==> config.mk <==
export PLATFORM = sky130hd
export DESIGN_NAME = rx_addr_filter
export DESIGN_NICKNAME = d
export VERILOG_FILES = /design/src/rtl/rx_addr_filter.sv
export SDC_FILE = /design/constraint.sdc
export NUM_CORES = 1
export LEC_CHECK = 0
export ABC_CLOCK_PERIOD_IN_PS = 4600
export BUFFER_PORTS_ARGS = -buffer_cell sky130_fd_sc_hd__buf_4
export CORE_MARGIN = 2
export CORE_UTILIZATION = 49
export DETAILED_ROUTE_END_ITERATION = 12
export PLACE_DENSITY_LB_ADDON = 0.25
export RECOVER_POWER = 25
export SETUP_SLACK_MARGIN = 0.2
export SYNTH_ARGS = -nofsm -noshare
export SYNTH_HDL_FRONTEND = slang
export SYNTH_SLANG_ARGS = --single-unit
==> constraint.sdc <==
create_clock -name clk -period 4.6 [get_ports clk]
set_input_delay 0.46 -clock clk [delete_from_list [all_inputs] [get_ports clk]]
set_output_delay 0.46 -clock clk [all_outputs]
set_load 0.01 [all_outputs]
==> src/rtl/rx_addr_filter.sv <==
module rx_addr_filter #(
  parameter int HASH_BITS   = 6,
  parameter int NUM_PERFECT = 4
) (
  input  logic        clk,
  input  logic        rst_n,
  input  logic        wr_en,
  input  logic [4:0]  wr_addr,
  input  logic [31:0] wr_data,
  input  logic        frame_start,
  input  logic [47:0] dest_addr,
  input  logic        cfg_promisc,
  input  logic        cfg_pass_ctrl,
  input  logic        cfg_pass_mcast,
  input  logic        cfg_hash_mc,
  input  logic        cfg_hash_or_perfect,
  input  logic        cfg_bcast_dis,
  input  logic        cfg_rx_all,
  output logic        accept_valid,
  output logic        accept,
  output logic [2:0]  match_type
);
  localparam int HASH_SIZE  = 1 << HASH_BITS;
  localparam int HASH_WORDS = HASH_SIZE / 32;
  localparam logic [47:0] CTRL_ADDR = 48'h01_00_00_C2_80_01;

  localparam logic [2:0] MT_NONE = 3'd0, MT_PERF = 3'd1, MT_HASH = 3'd2,
                         MT_BCST = 3'd3, MT_MALL = 3'd4, MT_PROM = 3'd5,
                         MT_CTRL = 3'd6;

  logic [47:0]            pa_addr [NUM_PERFECT];
  logic [NUM_PERFECT-1:0] pa_en;
  logic [HASH_SIZE-1:0]   htab;

  function automatic logic [HASH_BITS-1:0] hash_idx(input logic [47:0] a);
    logic [31:0] c;
    logic        fb;
    c = '1;
    for (int i = 0; i < 48; i++) begin
      fb = c[0] ^ a[i];
      c  = c >> 1;
      if (fb) c = c ^ 32'hEDB8_8320;
    end
    for (int k = 0; k < HASH_BITS; k++) hash_idx[k] = ~c[HASH_BITS-1-k];
  endfunction

  always_ff @(posedge clk or negedge rst_n) begin
    if (!rst_n) begin
      pa_en <= '0;
      htab  <= '0;
      for (int e = 0; e < NUM_PERFECT; e++) pa_addr[e] <= '0;
    end else if (wr_en) begin
      if (!wr_addr[4]) begin
        for (int e = 0; e < NUM_PERFECT; e++) begin
          if (wr_addr[3:1] == 3'(e)) begin
            if (wr_addr[0]) pa_addr[e][31:0] <= wr_data;
            else begin
              pa_addr[e][47:32] <= wr_data[15:0];
              pa_en[e]          <= wr_data[31];
            end
          end
        end
      end else begin
        for (int w = 0; w < HASH_WORDS; w++)
          if (wr_addr[2:0] == 3'(w)) htab[w*32 +: 32] <= wr_data;
      end
    end
  end

  logic perf_hit;
  always_comb begin
    perf_hit = 1'b0;
    for (int e = 0; e < NUM_PERFECT; e++)
      if (pa_en[e] && pa_addr[e] == dest_addr) perf_hit = 1'b1;
  end

  wire is_group = dest_addr[0];
  wire is_bcast = &dest_addr;
  wire is_ctrl  = dest_addr == CTRL_ADDR;
  wire hash_hit = htab[hash_idx(dest_addr)];
  wire perf_ok  = perf_hit && (!is_group || !cfg_hash_mc || cfg_hash_or_perfect);

  logic [2:0] mt_d;
  always_comb begin
    if (is_ctrl)                                   mt_d = MT_CTRL;
    else if (is_bcast && !cfg_bcast_dis)           mt_d = MT_BCST;
    else if (perf_ok)                              mt_d = MT_PERF;
    else if (is_group && !is_bcast && cfg_hash_mc && hash_hit) mt_d = MT_HASH;
    else if (is_group && !is_bcast && cfg_pass_mcast)          mt_d = MT_MALL;
    else if (cfg_promisc)                          mt_d = MT_PROM;
    else                                           mt_d = MT_NONE;
  end

  wire acc_d = cfg_rx_all || (is_ctrl ? cfg_pass_ctrl : (mt_d != MT_NONE));

  always_ff @(posedge clk or negedge rst_n) begin
    if (!rst_n) begin
      accept_valid <= 1'b0;
      accept       <= 1'b0;
      match_type   <= MT_NONE;
    end else begin
      accept_valid <= frame_start;
      if (frame_start) begin
        accept     <= acc_d;
        match_type <= mt_d;
      end
    end
  end

  assert_valid_after_strobe_R2: assert property (@(posedge clk) disable iff (!rst_n)
    frame_start |=> accept_valid);
  assert_no_spurious_valid_R2: assert property (@(posedge clk) disable iff (!rst_n)
    !frame_start |=> !accept_valid);
  assert_code_range_R4: assert property (@(posedge clk) disable iff (!rst_n)
    accept_valid |-> match_type <= MT_CTRL);
  assert_drop_has_no_match_R8: assert property (@(posedge clk) disable iff (!rst_n)
    (accept_valid && !accept) |-> (match_type == MT_NONE || match_type == MT_CTRL));
  assert_bcast_pass_R7: assert property (@(posedge clk) disable iff (!rst_n)
    (frame_start && (&dest_addr) && !cfg_bcast_dis) |=> (accept && match_type == MT_BCST));
  assert_promisc_R8: assert property (@(posedge clk) disable iff (!rst_n)
    (frame_start && cfg_promisc && dest_addr != CTRL_ADDR) |=> accept);
  assert_ctrl_gated_R9: assert property (@(posedge clk) disable iff (!rst_n)
    (frame_start && dest_addr == CTRL_ADDR && !cfg_pass_ctrl && !cfg_rx_all) |=> !accept);
  assert_rx_all_R10: assert property (@(posedge clk) disable iff (!rst_n)
    (frame_start && cfg_rx_all) |=> accept);
endmodule

=== Word-level counts from Yosys, hierarchy flattened ===
Index checks and enable logic that the tools add are counted.

* Register bits: 265
* Bits of input ports: 96
* Output and inout bits: 5
* Logic and storage cells: 221

* Magnitude comparators: 1
* Eq/ne operators: 9
* Multiplexer cells: 61
* Bitwise operators: 102
* Reductions and logical operators: 31

{| class="wikitable"
|+ Operators with widths
! kind !! count
|-
| $mux W32 || 22
|-
| $not A13 Y14 || 21
|-
| $eq A48 B48 Y1 || 4
|-
| $mux W16 || 4
|-
| $mux W10 || 6
|-
| $mux W28 || 2
|-
| $mux W25 || 2
|-
| $eq A48 B41 Y1 const B || 1
|-
| $reduce_and A48 Y1 || 1
|-
| $xor A1 B1 Y1 || 47
|-
| $mux W22 || 2
|-
| $reduce_and A4 Y1 || 8
|-
| $mux W31 || 1
|-
| $mux W30 || 1
|-
| $mux W27 || 1
|-
| $mux W24 || 1
|-
| $not A11 Y11 || 2
|-
| $mux W21 || 1
|-
| $mux W20 || 1
|-
| $mux W3 || 6
|-
| $mux W6 || 3
|-
| $not A3 Y3 || 6
|-
| $not A9 Y9 || 2
|-
| $not A4 Y4 || 4
|-
| other kinds (21) || 55
|}

=== Depth between registers and ports, before layout ===
* Depth in word-level cells: 106
* Mapped depth: 20

=== Least setup slack after synthesis ===
Ideal clock, no wire load.

* Path type: input to register
* From: input dest_addr[5]
* To: register match_type[0]
* Setup time: 0.120 ns
* Arrival time: 5.094 ns
* Path slack: -0.613 ns
* Cell stages on the path: 18
* Cells stage by stage: clkbuf_1 inv_1 ha_1 xnor2_1 xor3_2 xnor3_1 xor3_2 xnor2_1 xnor2_1 xnor3_2 buf_6 mux4_2 mux2i_1 a2111oi_1 o31ai_1 a21oi_2 nor2_1 a31o_1

* Cells in the longest elaborated chain, start to end: 69
* Elaborated cells on any way between the ends: 150
* Classes of those cells: 5 x eq/ne; 54 x mux; 79 x bitwise; 12 x reduce/logical

{| class="wikitable"
|+ Ends and longest elaborated chain
! item !! line !! RTL
|-
| start, declared || 11 || <nowiki>input logic [47:0] dest_addr,</nowiki>
|-
| $xor A1 B1 Y1 || 40 || <nowiki>fb = c[0] ^ a[i];</nowiki>
|-
| $mux W32 || 42 || <nowiki>if (fb) c = c ^ 32'hEDB8_8320;</nowiki>
|-
| $not A13 Y14 (no line) || n/a ||
|-
| $mux W32 || 42 ||
|-
| $mux W32 / $not A13 Y14 (equally long branches) || n/a ||
|-
| $mux W32 || 42 ||
|-
| $not A13 Y14 (no line) / $mux W32 (equally long branches) || n/a ||
|-
| $mux W32 / $not A13 Y14 (equally long branches) || n/a ||
|-
| [... 53 more ...] || n/a ||
|-
| $not A1 Y1 || 44 || <nowiki>for (int k = 0; k < HASH_BITS; k++) hash_idx[k] = ~c[HASH_BITS-1-k];</nowiki>
|-
| $bmux W1 S6 || 80 || <nowiki>wire hash_hit = htab[hash_idx(dest_addr)];</nowiki>
|-
| $mux W1 (implied by the code) || 80 ||
|-
| $logic_and A1 B1 Y1 || 88 || <nowiki>else if (is_group && !is_bcast && cfg_hash_mc && hash_hit) mt_d = MT_HASH;</nowiki>
|-
| $mux W3 || 88 ||
|-
| $mux W3 || 87 || <nowiki>else if (perf_ok) mt_d = MT_PERF;</nowiki>
|-
| $mux W3 || 86 || <nowiki>else if (is_bcast && !cfg_bcast_dis) mt_d = MT_BCST;</nowiki>
|-
| $mux W3 (*) || 85 || <nowiki>if (is_ctrl) mt_d = MT_CTRL;</nowiki>
|-
| end signal, assigned || 105 || <nowiki>match_type <= mt_d;</nowiki>
|-
| end, declared || 21 || <nowiki>output logic [2:0] match_type</nowiki>
|}

Mark *: on every way between the ends. The rest lies on a longest branch, timed or not. The select of a mux whose other input is x is not followed.
A chain may end at the register's enable or synchronous reset.

=== Final worst setup path ===
* From: input dest_addr[2]
* To: register match_type[2]

* Cells in the longest elaborated chain, start to end: 72
* Elaborated cells on any way between the ends: 159
* Classes of those cells: 5 x eq/ne; 57 x mux; 85 x bitwise; 12 x reduce/logical

{| class="wikitable"
|+ Ends and longest elaborated chain
! item !! line
|-
| branches (longest 71 deep; another with $mux W32) || n/a
|-
| $mux W3 (*) || 85
|}

Mark *: on every way between the ends. The select of a mux whose other input is x is not followed.

==> impl_metrics.tcl <==
set metrics [dict create \
    grt_pass1_vias 11010 \
    yosysMostFrequentCell "dfrtp_1" \
    arrival_ns 4.70 \
    ios 101 \
    worstMarginPinSlew_ns 3.176 \
    reg2reg_depth 9 \
    cp.buffers_inverters 3 \
    vias 10570 \
    grt_usage_pct 30.04 \
    synth.avg_cell_area_um2 12.67 \
    globalplace.congestion 0.9309 \
    row_count 64 \
    synthTopCellsByArea "dfrtp_1, mux2_2, xnor2_1, xor2_1, xnor3_1" \
    crit_type "input port to register" \
    timing.fmax_mhz 237.3 \
    cp-start-kind "input port" \
    core_area_um2 30670 \
    seq_area_frac_synth_pct 43.33 \
    period_share_pct 91.62 \
    ctsHoldBuffers 0 \
    max-slew-margin-rel_pct -111.7 \
    syn_inst 1208 \
    antenna_found_initial 3 \
    worst_setup_path_end_kind "register" \
    port_buffers 100 \
    violations "max-capacitance violations, max-slew violations" \
    final_nets 1468 \
    yosysTopAreaCell "dfrtp_1" \
    max-cap-violations 2 \
    grt_pass1_wl_um 72350 \
    cp_slowest_cell "xnor3_2" \
    gr-total-overflow 0 \
    fp.dieW_um 180.7 \
    period_needed_ns 4.215 \
    via_per_inst 5.911 \
    finalHoldViolCount 0 \
    worst_slack_ns 0.3855 \
    min_path_cells 1 \
    die_area_um2 32660 \
    synthFlopType "dfrtp_1" \
    firstDrtPassIters 5 \
    clock-sinks 265 \
    worstPathCellList "buf_4 -> buf_6 -> xor3_2 -> buf_6 -> xnor3_1 -> xnor3_2 -> xnor3_2 -> xor3_1 -> xnor3_2 -> mux4_2 -> mux2i_2 -> a2111oi_4 -> o31ai_2 -> a21oi_2 -> nor3b_2 -> o22a_1" \
    cts_max_path_buffers 3 \
    clk_pin_slew_ns 0.06 \
    synth_common_cells "dfrtp_1, mux2_2, xnor2_1, xor2_1, clkbuf_1" \
    ys_warn_count 0 \
    setup_violations 0 \
    grt_max_degree 128 \
    cts_tree "built" \
    drive_gt1_share_pct 41.87 \
    dp_hpwl_um 35360 \
    finalClockSkew_ns 0.02293 \
    initial_core_util_pct 49.90 \
    worstSkewPairLatency_ns 0.56 \
    hp-class "input port to register" \
    cp.required_ns 5.08 \
    synthDistinctLibCells 57 \
    drc 0 \
    area_delta_synth_final_pct 20.11 \
    cts_root_buf "clkbuf_16" \
    synthesis.nets 1310 \
    die_h_um 180.7 \
    path_delay_family "XOR/XNOR gates" \
    cp_max_fo 8 \
    ys_ff_latch 265 \
    wl_per_cell_um 27.30 \
    crit_top_cell "xnor3_2" \
    max_stage_delay_ns 0.56 \
    htree_levels 1 \
    rsz0062_at_grt "no" \
    numCtsBuffers 30 \
    status "finished, violations left" \
    drtAntennaViolNets 0 \
    slew_violations 160 \
    drt_wl_total_um 48820 \
    pre_cts_ws_ns -0.2694 \
    drt_iter0_drc 810 \
    async_reset_ff_share_pct 100.0 \
    synth_top_area_share_pct 43.33 \
    synth-edff-count 0 \
    cp.depth 16 \
    synth.cell_area_um2 15300 \
]
-- routing by layer --
layer,wire length (um),track usage [%],up-vias
met3,3577,5.201,102
met1,20640,41.33,5504
met4,1995,11.13,0
li1,-,-,4523
met2,22610,47.88,439
met5,0,0,-
-- sequential cells by signal, summed over array words and instances (netlist names) --
signal and flops:
pa_addr 192, pa_en 4, accept_valid 1, htab 64, accept 1, match_type 3
-- timing repair --
action                     4_1_cts  5_1_grt
setup buffers                    0        9
setup endpoints to repair        0        4
gates resized for setup          0       15
-- cell type report --
cell class	instances	area (um^2)
sequential	265	6631
inverter	19	78.83
clock buffer	45	887.1
timing repair buffer	222	1698
tap	396	495.5
antenna	2	5.005
multi-input combinational	828	8417
clock inverter	11	168.9
fill	2475	12290
-- cell families (layout without fill, tap and decap cells) --
family / Yosys count / in the layout / synth area share, %
compound gates: 44 / 44 / 2.085
xor+xnor: 351 / 351 / 24.26
fa+ha+maj: 6 / 6 / 0.4905
buf+inv: 115 / 297 / 3.254
flops: 265 / 265 / 43.33
mux: 283 / 283 / 21.36
other cells: 0 / 2 / 0
simple gates: 144 / 144 / 5.224
-- layout by cell type (no fill, tap or decap), types with 8 or more instances in the layout --
cell       count
buf_4        213
clkbuf_1      10
clkbuf_16     30
clkbuf_8       8
dfrtp_1      265
inv_1         16
mux2_2       256
mux2i_1       15
nand2_1       22
nand3_1       10
nand4_1       38
nor2_1        15
nor4_1        44
o21ai_0       10
xnor2_1      166
xnor2_2       15
xnor3_1       24
xor2_1       121
-- stage by stage --
| step | TNS (ns) | utilization [%] | instance area (um^2) | hold WS [ns] | cells |
|---|---|---|---|---|---|
| detailed placement | -1.036 | 56.02 | 17180 | 0.4887 | 1721 |
| global route | 0 | 59.92 | 18380 | 0.1632 | 1786 |
| floorplan | 0 | - | 15520 | 0.1644 | 1208 |
| CTS | 0 | 59.46 | 18240 | 0.04463 | 1777 |
| finish | 0 | 59.93 | 18380 | 0.1601 | 1788 |
| global placement | -0.6030 | 56.02 | 17180 | 0.4816 | 1721 |
-- path summary, 6_finish.rpt --
path	slack (ns)	end	startpoint
worst max-delay path	0.39	match_type[2]	dest_addr[2]
worst min-delay path	0.16	accept_valid	frame_start
worst max register to register	1.66	match_type[2]	pa_addr[65]
worst min register to register	0.50	htab[8]	htab[8]
max in group asynchronous	1.79	htab[63]	rst_n
min in group asynchronous	0.90	pa_addr[154]	rst_n
Power is left out: the tool's default activity adds up to more than one toggle a clock period on the data nets, which glitch-free logic cannot reach.
